===== src/rtl/rob_pkg.sv =====
package rob_pkg;

    typedef enum logic [1:0] {
        KIND_REG    = 2'd0,
        KIND_STORE  = 2'd1,
        KIND_BRANCH = 2'd2
    } rob_kind_e;

    typedef enum logic [1:0] {
        OCC_EMPTY  = 2'd0,
        OCC_ACTIVE = 2'd1,
        OCC_FULL   = 2'd2
    } rob_occ_e;

    // Codes 2 and 3 both mean branch.
    function automatic rob_kind_e decode_kind(input logic [1:0] code);
        rob_kind_e k;
        unique case (code)
            2'd0:    k = KIND_REG;
            2'd1:    k = KIND_STORE;
            default: k = KIND_BRANCH;
        endcase
        return k;
    endfunction

endpackage


===== src/rtl/rob_ctrl.sv =====
module rob_ctrl
    import rob_pkg::*;
#(
    parameter int DEPTH = 8,
    parameter int TAG_W = $clog2(DEPTH),
    parameter int CNT_W = $clog2(DEPTH + 1)
) (
    input  logic             clk,
    input  logic             rst_n,
    input  logic             push,
    input  logic             pop,
    input  logic             flush,
    output logic [TAG_W-1:0] head,
    output logic [TAG_W-1:0] tail,
    output logic [CNT_W-1:0] count,
    output rob_occ_e         occ
);

    localparam logic [TAG_W-1:0] LAST_SLOT = TAG_W'(DEPTH - 1);
    localparam logic [CNT_W-1:0] CNT_MAX   = CNT_W'(DEPTH);
    localparam logic [CNT_W-1:0] CNT_ONE   = CNT_W'(1);

    rob_occ_e state_q, state_d;

    function automatic logic [TAG_W-1:0] bump(input logic [TAG_W-1:0] p);
        return (p == LAST_SLOT) ? '0 : p + 1'b1;
    endfunction

    // state register
    always_ff @(posedge clk or negedge rst_n) begin
        if (!rst_n) state_q <= OCC_EMPTY;
        else        state_q <= state_d;
    end

    // transitions: first-issue, fill, drain, release, flush
    always_comb begin
        state_d = state_q;
        unique case (state_q)
            OCC_EMPTY: begin
                if (push) state_d = OCC_ACTIVE;
            end
            OCC_ACTIVE: begin
                if (flush)
                    state_d = OCC_EMPTY;
                else if (push && !pop && count == CNT_MAX - CNT_ONE)
                    state_d = OCC_FULL;
                else if (pop && !push && count == CNT_ONE)
                    state_d = OCC_EMPTY;
            end
            OCC_FULL: begin
                if (flush)
                    state_d = OCC_EMPTY;
                else if (pop)
                    state_d = (count == CNT_ONE) ? OCC_EMPTY : OCC_ACTIVE;
            end
            default: state_d = OCC_EMPTY;
        endcase
    end

    // pointers and occupancy count
    always_ff @(posedge clk or negedge rst_n) begin
        if (!rst_n) begin
            head  <= '0;
            tail  <= '0;
            count <= '0;
        end else if (flush) begin
            head  <= '0;
            tail  <= '0;
            count <= '0;
        end else begin
            if (push) tail <= bump(tail);
            if (pop)  head <= bump(head);
            unique case ({push, pop})
                2'b10:   count <= count + CNT_ONE;
                2'b01:   count <= count - CNT_ONE;
                default: count <= count;
            endcase
        end
    end

    // outputs
    always_comb begin
        occ = state_q;
    end

endmodule


===== src/rtl/rob_entries.sv =====
module rob_entries
    import rob_pkg::*;
#(
    parameter int DEPTH  = 8,
    parameter int DEST_W = 8,
    parameter int DATA_W = 16,
    parameter int TAG_W  = $clog2(DEPTH)
) (
    input  logic              clk,
    input  logic              rst_n,
    input  logic              flush,
    input  logic              alloc_en,
    input  logic [TAG_W-1:0]  alloc_idx,
    input  rob_kind_e         alloc_kind,
    input  logic [DEST_W-1:0] alloc_dest,
    input  logic              cmpl_en,
    input  logic [TAG_W-1:0]  cmpl_idx,
    input  logic [DATA_W-1:0] cmpl_value,
    input  logic              cmpl_mispred,
    input  logic              retire_en,
    input  logic [TAG_W-1:0]  head_idx,
    input  logic [TAG_W-1:0]  rd_idx,
    output logic              head_valid,
    output logic              head_done,
    output logic              head_mispred,
    output rob_kind_e         head_kind,
    output logic [DEST_W-1:0] head_dest,
    output logic [DATA_W-1:0] head_value,
    output logic              rd_done,
    output logic [DATA_W-1:0] rd_value
);

    logic              valid_a   [DEPTH];
    logic              done_a    [DEPTH];
    logic              mispred_a [DEPTH];
    rob_kind_e         kind_a    [DEPTH];
    logic [DEST_W-1:0] dest_a    [DEPTH];
    logic [DATA_W-1:0] value_a   [DEPTH];

    for (genvar i = 0; i < DEPTH; i++) begin : g_slot
        localparam logic [TAG_W-1:0] ME = TAG_W'(i);
        logic              valid_q;
        logic              done_q;
        logic              mispred_q;
        rob_kind_e         kind_q;
        logic [DEST_W-1:0] dest_q;
        logic [DATA_W-1:0] value_q;

        always_ff @(posedge clk or negedge rst_n) begin
            if (!rst_n) begin
                valid_q   <= 1'b0;
                done_q    <= 1'b0;
                mispred_q <= 1'b0;
                kind_q    <= KIND_REG;
                dest_q    <= '0;
                value_q   <= '0;
            end else if (flush) begin
                valid_q <= 1'b0;
                done_q  <= 1'b0;
            end else if (alloc_en && alloc_idx == ME) begin
                valid_q   <= 1'b1;
                done_q    <= 1'b0;
                mispred_q <= 1'b0;
                kind_q    <= alloc_kind;
                dest_q    <= alloc_dest;
                value_q   <= '0;
            end else if (retire_en && head_idx == ME) begin
                valid_q <= 1'b0;
                done_q  <= 1'b0;
            end else if (cmpl_en && cmpl_idx == ME && valid_q) begin
                done_q    <= 1'b1;
                value_q   <= cmpl_value;
                mispred_q <= cmpl_mispred;
            end
        end

        assign valid_a[i]   = valid_q;
        assign done_a[i]    = done_q;
        assign mispred_a[i] = mispred_q;
        assign kind_a[i]    = kind_q;
        assign dest_a[i]    = dest_q;
        assign value_a[i]   = value_q;
    end

    always_comb begin
        head_valid   = valid_a[head_idx];
        head_done    = done_a[head_idx];
        head_mispred = mispred_a[head_idx];
        head_kind    = kind_a[head_idx];
        head_dest    = dest_a[head_idx];
        head_value   = value_a[head_idx];
        rd_done      = valid_a[rd_idx] && done_a[rd_idx];
        rd_value     = value_a[rd_idx];
    end

endmodule


===== src/rtl/rob_rename.sv =====
module rob_rename #(
    parameter int REG_W = 3,
    parameter int TAG_W = 3
) (
    input  logic             clk,
    input  logic             rst_n,
    input  logic             flush,
    input  logic             set_en,
    input  logic [REG_W-1:0] set_reg,
    input  logic [TAG_W-1:0] set_tag,
    input  logic             clr_en,
    input  logic [REG_W-1:0] clr_reg,
    input  logic [TAG_W-1:0] clr_tag,
    input  logic [REG_W-1:0] lk_reg,
    output logic             lk_pending,
    output logic [TAG_W-1:0] lk_tag
);

    localparam int NREG = 1 << REG_W;

    logic             pend_a [NREG];
    logic [TAG_W-1:0] tag_a  [NREG];

    for (genvar r = 0; r < NREG; r++) begin : g_reg
        localparam logic [REG_W-1:0] ME = REG_W'(r);
        logic             pend_q;
        logic [TAG_W-1:0] tag_q;

        always_ff @(posedge clk or negedge rst_n) begin
            if (!rst_n) begin
                pend_q <= 1'b0;
                tag_q  <= '0;
            end else if (flush) begin
                pend_q <= 1'b0;
            end else if (set_en && set_reg == ME) begin
                pend_q <= 1'b1;
                tag_q  <= set_tag;
            end else if (clr_en && clr_reg == ME && pend_q && tag_q == clr_tag) begin
                pend_q <= 1'b0;
            end
        end

        assign pend_a[r] = pend_q;
        assign tag_a[r]  = tag_q;
    end

    always_comb begin
        lk_pending = pend_a[lk_reg];
        lk_tag     = tag_a[lk_reg];
    end

endmodule


===== src/rtl/reorder_buf.sv =====
module reorder_buf
    import rob_pkg::*;
#(
    parameter int DEPTH  = 8,
    parameter int REG_W  = 3,
    parameter int DEST_W = 8,
    parameter int DATA_W = 16
) (
    input  logic                     clk,
    input  logic                     rst_n,
    input  logic                     issue_valid,
    input  logic [1:0]               issue_kind,
    input  logic [DEST_W-1:0]        issue_dest,
    output logic                     issue_ready,
    output logic [$clog2(DEPTH)-1:0] issue_tag,
    input  logic                     cmpl_valid,
    input  logic [$clog2(DEPTH)-1:0] cmpl_tag,
    input  logic [DATA_W-1:0]        cmpl_value,
    input  logic                     cmpl_mispred,
    input  logic [REG_W-1:0]         lk_reg,
    output logic                     lk_pending,
    output logic [$clog2(DEPTH)-1:0] lk_tag,
    output logic                     lk_ready,
    output logic [DATA_W-1:0]        lk_value,
    output logic                     rf_we,
    output logic [REG_W-1:0]         rf_waddr,
    output logic [DATA_W-1:0]        rf_wdata,
    output logic                     st_valid,
    output logic [DEST_W-1:0]        st_addr,
    output logic [DATA_W-1:0]        st_data,
    output logic                     flush
);

    localparam int TAG_W = $clog2(DEPTH);
    localparam int CNT_W = $clog2(DEPTH + 1);

    rob_kind_e         in_kind;
    logic              push, pop, kill;
    logic [TAG_W-1:0]  head_ptr, tail_ptr;
    logic [CNT_W-1:0]  occ_count;
    rob_occ_e          occ_state;
    logic              head_valid, head_done, head_mispred;
    rob_kind_e         head_kind;
    logic [DEST_W-1:0] head_dest;
    logic [DATA_W-1:0] head_value;
    logic              rd_done;
    logic [DATA_W-1:0] rd_value;
    logic              ren_pending;
    logic [TAG_W-1:0]  ren_tag;

    assign in_kind = decode_kind(issue_kind);

    always_comb begin
        pop         = head_valid && head_done;
        kill        = pop && head_kind == KIND_BRANCH && head_mispred;
        issue_ready = (occ_state != OCC_FULL) && !kill;
        push        = issue_valid && issue_ready;
        issue_tag   = tail_ptr;
        rf_we       = pop && head_kind == KIND_REG;
        rf_waddr    = head_dest[REG_W-1:0];
        rf_wdata    = head_value;
        st_valid    = pop && head_kind == KIND_STORE;
        st_addr     = head_dest;
        st_data     = head_value;
        flush       = kill;
        lk_pending  = ren_pending;
        lk_tag      = ren_tag;
        lk_ready    = ren_pending && rd_done;
        lk_value    = lk_ready ? rd_value : '0;
    end

    rob_ctrl #(
        .DEPTH (DEPTH),
        .TAG_W (TAG_W),
        .CNT_W (CNT_W)
    ) u_ctrl (
        .clk   (clk),
        .rst_n (rst_n),
        .push  (push),
        .pop   (pop),
        .flush (kill),
        .head  (head_ptr),
        .tail  (tail_ptr),
        .count (occ_count),
        .occ   (occ_state)
    );

    rob_entries #(
        .DEPTH  (DEPTH),
        .DEST_W (DEST_W),
        .DATA_W (DATA_W),
        .TAG_W  (TAG_W)
    ) u_entries (
        .clk          (clk),
        .rst_n        (rst_n),
        .flush        (kill),
        .alloc_en     (push),
        .alloc_idx    (tail_ptr),
        .alloc_kind   (in_kind),
        .alloc_dest   (issue_dest),
        .cmpl_en      (cmpl_valid),
        .cmpl_idx     (cmpl_tag),
        .cmpl_value   (cmpl_value),
        .cmpl_mispred (cmpl_mispred),
        .retire_en    (pop),
        .head_idx     (head_ptr),
        .rd_idx       (ren_tag),
        .head_valid   (head_valid),
        .head_done    (head_done),
        .head_mispred (head_mispred),
        .head_kind    (head_kind),
        .head_dest    (head_dest),
        .head_value   (head_value),
        .rd_done      (rd_done),
        .rd_value     (rd_value)
    );

    rob_rename #(
        .REG_W (REG_W),
        .TAG_W (TAG_W)
    ) u_rename (
        .clk        (clk),
        .rst_n      (rst_n),
        .flush      (kill),
        .set_en     (push && in_kind == KIND_REG),
        .set_reg    (issue_dest[REG_W-1:0]),
        .set_tag    (tail_ptr),
        .clr_en     (rf_we),
        .clr_reg    (head_dest[REG_W-1:0]),
        .clr_tag    (head_ptr),
        .lk_reg     (lk_reg),
        .lk_pending (ren_pending),
        .lk_tag     (ren_tag)
    );

endmodule


===== config.mk =====
export PLATFORM = sky130hd
export DESIGN_NAME = reorder_buf
export DESIGN_NICKNAME = d
export VERILOG_FILES = /design/src/rtl/rob_pkg.sv /design/src/rtl/rob_ctrl.sv /design/src/rtl/rob_entries.sv /design/src/rtl/rob_rename.sv /design/src/rtl/reorder_buf.sv
export SDC_FILE = /design/constraint.sdc
export NUM_CORES = 1
export LEC_CHECK = 0
export BUFFER_PORTS_ARGS = -buffer_cell sky130_fd_sc_hd__buf_2
export CAP_MARGIN = 40
export CORE_UTILIZATION = 40
export DETAILED_ROUTE_END_ITERATION = 8
export PLACE_DENSITY = 0.71
export SLEW_MARGIN = 40
export SYNTH_ARGS = -nofsm -noshare
export SYNTH_HDL_FRONTEND = slang
export SYNTH_HIERARCHICAL = 1
export SYNTH_SLANG_ARGS = --single-unit

===== constraint.sdc =====
create_clock -name clk -period 3.7 [get_ports clk]
set_clock_uncertainty 0.15 [all_clocks]
set_input_delay 0.185 -clock clk [delete_from_list [all_inputs] [get_ports clk]]
set_output_delay 0.185 -clock clk [all_outputs]
set_load 0.005 [all_outputs]

==> key figures <==
Run status
  – Status: finished clean

Layout
  – Fin area: 0.01817 mm^2
  – Layout Cells excl Fill: 1939
  – ANT cells: 0
  – Layout area overhead: 13.55%
  – Multi-input logic area: 0.008232 mm^2
  – Sequential cell area: 0.006915 mm^2
  – Number of fill cells: 3548
  – Share of cells above drive strength 1: 33.36%
  – Final net count: 1443

Detailed routing
  – Drc violations: 0
  – Via count: 11528
  – DR iter-0 viols: 914
  – Final ANT Viol Nets: 0
  – WL/cell: 23.33 um
  – Drt pass-1 iters: 7
  – DRT Wirelength: 45240 um
  – Via/cell ratio: 5.945

Worst setup path
  – Peak fanout along the critical path: 23
  – Startpoint types: flip-flop
  – Worst Path Required: 3.37 ns
  – Setup crit end kind: primary output
  – Arrival time worst endpoint: 3.23 ns
  – Reg-to-Reg Start: u_ctrl/head[0]
  – Worst Setup SP: u_rename/g_reg[3].tag_q[0]
  – Setup CP Type: flip-flop to primary output

STA
  – Fin crit period: 3.569 ns
  – Max_slew headroom: 48.37%
  – Max Clock Freq: 280.2 MHz
  – RSZ-0062 raised after global routing: false
  – Crit share post-route: 96.45%
  – Measured slew at the worst slew-check pin: 0.7745 ns
  – Max-slew violations: 0
  – Setup violations, final: 0
  – Fin Setup TNS: 0 ns
  – Final WS setup: 0.1313 ns
  – Final hold vios: 0

Global routing
  – Vias in the first global route: 12110
  – Pin count of the biggest net entering global routing: 90
  – Total GRT Usage: 22.20%
  – First-pass GRT wire length: 70680 um
  – Grt ovf: 0
  – Initial antenna violation count: 0

Floorplan
  – Starting density of the core: 40.94%
  – # IOs: 108
  – Die width: 202.0 um
  – Die area: 0.04082 mm^2
  – Core ar.: 0.03910 mm^2
  – Die Span Y: 202.0 um
  – Row count: 72

Power
  – VDD IR max: 0.3927 mV
  – Sequential Power Share: 46.4%
  – Sw Ratio: 22.18%
  – Internal power component: 0.005064 W
  – Leakage: 9.485 nW
  – Psw: 0.001443 W
  – Clock power share: 50.4%
  – Comb pwr share: 3.3%
  – PD cells: 358.1 mW/mm^2

Placed design
  – Dpl cell area: 0.01679 mm^2
  – Placer Congestion: 0.8962
  – Port bufs: 107
  – Placed cells: 1855
  – Pre-CTS WS: 0.2608 ns
  – DP HPWL: 27950 um

Yosys
  – Synthesized net count: 1369
  – Area contributors post-synth: dfrtp_1 (43%), mux4_2 (14%), mux2_2 (10%), mux2i_1 (8.8%), o21ai_0 (3.9%)
  – Mean Syn Cell Area: 12.08 um^2
  – Post-synth top area cell: dfrtp_1
  – Synth Flop Type: dfrtp_1
  – Library cells used by synthesis: 65
  – Synth Instances: 1325
  – Post-synth EDFFs: 0
  – Post-Synthesis Cell Area: 0.01601 mm^2
  – Yosys reg bits: 276
  – Post-synth ARST share: 100.0%
  – Top-area cell type share of the netlist area: 43.15%
  – Seq/Total Area, Yosys: 43.15%
  – Synth warnings: 6

CTS
  – Worst-path clk slew: 0.07 ns
  – Post-CTS Repair Setup Buffers: 0
  – Num CTS Buffers: 29
  – Worst skew pair latency: 0.57 ns
  – Max Root-Sink Buffers: 3
  – Cell chosen for the clock root: clkbuf_16
  – Clock sinks: 276
  – CTS tree: built
  – # H-tree levels: 1

Worst hold path
  – Hold Crit Class: primary input to async pin

Run
  – Max Cap Violations: 0
## layer usage
layer | global-route usage [%] | vias to the layer above | wire, um
li1 | - | 4980 | -
met1 | 30.19 | 5927 | 18910
met2 | 35.96 | 510 | 21530
met3 | 3.418 | 111 | 3446
met4 | 8.063 | 0 | 1349
met5 | 0 | - | 0
## cells in the mapped netlist, drive strengths merged, types with 7 or more instances
library cell,instances
nand4b,7
inv,7
o21ai,141
mux4,98
a21o,8
nand3b,9
ha,7
dfrtp,276
nand4,16
xnor2,17
nor2,25
mux2,154
nand3,12
nor2b,14
a21boi,7
clkbuf,44
mux2i,141
buf,102
nand2,148
nand4bb,8
and3,19
xor2,9
## cell usage in the layout, fill, tap and decap left out, drive strengths merged, types with 6 or more instances in the layout
| cell | Yosys | final |
|---|---|---|
| mux2 | 154 | 154 |
| a21boi | 7 | 7 |
| nor2b | 14 | 14 |
| and3 | 19 | 19 |
| buf | 102 | 158 |
| inv | 7 | 9 |
| nand3 | 12 | 12 |
| xnor2 | 17 | 17 |
| dlygate4sd3 | 0 | 31 |
| mux2i | 141 | 141 |
| bufinv | 0 | 6 |
| mux4 | 98 | 98 |
| clkbuf | 44 | 37 |
| nand2 | 148 | 148 |
| a21o | 8 | 8 |
| nor2 | 25 | 25 |
| ha | 7 | 7 |
| nand4 | 16 | 16 |
| nand4b | 7 | 7 |
| dfrtp | 276 | 276 |
| nand3b | 9 | 9 |
| o21ai | 141 | 141 |
| xor2 | 9 | 9 |
| nand4bb | 8 | 8 |
## repair_timing
| action | in CTS | in global routing |
|---|---|---|
| pin swaps | 0 | 0 |
| resized for setup | 1 | 1 |
| hold endpoints to repair | 292 | 0 |
| hold buffers | 31 | 0 |
| endpoints found under the setup margin | 1 | 4 |
## critical path: stages (launching register included)
cell     delay [ns]
dfrtp_1        0.42
mux4_2         0.51
mux2_2         0.38
buf_6          0.25
mux4_2         0.49
mux2_2         0.27
and3_1         0.21
buf_2          0.13
## state kept, by name (all words and copies together), names as in the netlist, 3 cells and up
signal	count
u_ctrl/count	4
u_ctrl/head	3
u_ctrl/tail	3
u_entries/g_slot.dest_q	64
u_entries/g_slot.done_q	8
u_entries/g_slot.kind_q	16
u_entries/g_slot.mispred_q	8
u_entries/g_slot.valid_q	8
u_entries/g_slot.value_q	128
u_rename/g.pend_q	8
u_rename/g.tag_q	24
## cell type report
class                   count  share of cell area, %
inverters                   8                 0.1652
flip-flops and latches    276                  38.05
repair buffers            189                  7.043
clock inverters            16                  1.391
clock buffers              37                  4.489
multi-input cells         895                  45.29
well taps                 518                  3.566
## worst paths after layout
path,to,slack [ns],depth (start not counted)
min in group clk,u_entries/g_slot[7].kind_q[0],0.16,3
max,lk_value[12],0.13,7
min,u_entries/g_slot[1].value_q[10],0.07,2
max in group asynchronous,u_entries/g_slot[4].value_q[3],2.38,3
max reg2reg,u_entries/g_slot[2].value_q[11],0.20,9
min reg2reg,u_entries/g_slot[0].dest_q[0],0.34,1
## through the flow
step                power, W  util, %  hold slack [ns]
floorplan           0.003142        -          -0.2606
global placement    0.003257    42.94           0.1070
detailed placement  0.003262    42.94           0.1115
CTS                 0.006556    46.47           0.1067
global route        0.006696    46.48           0.1352
finish              0.006507    46.48          0.07401
## power groups by stage
stage / logic, W / clock network (W) / registers, W
floorplan: 0.0000671 / 0 / 0.00307
global placement: 0.000183 / 0 / 0.00307
CTS: 0.000216 / 0.00332 / 0.00302
detailed placement: 0.000189 / 0 / 0.00307
global route: 0.000240 / 0.00344 / 0.00301
finish: 0.000213 / 0.00328 / 0.00302
## cells by family after synthesis
family                   after synthesis  share of synthesized area, %
adder cells (fa/ha/maj)                7                        0.5472
flip-flops                           276                         43.15
multiplexers                         393                         33.44
AO/OA/AOI/OAI                        175                         6.043
XOR/XNOR                              26                         1.423
buffers and inverters                154                         5.441
AND/OR/NAND/NOR                      294                         9.952
No activity file was read; power rests on OpenSTA's default activity.
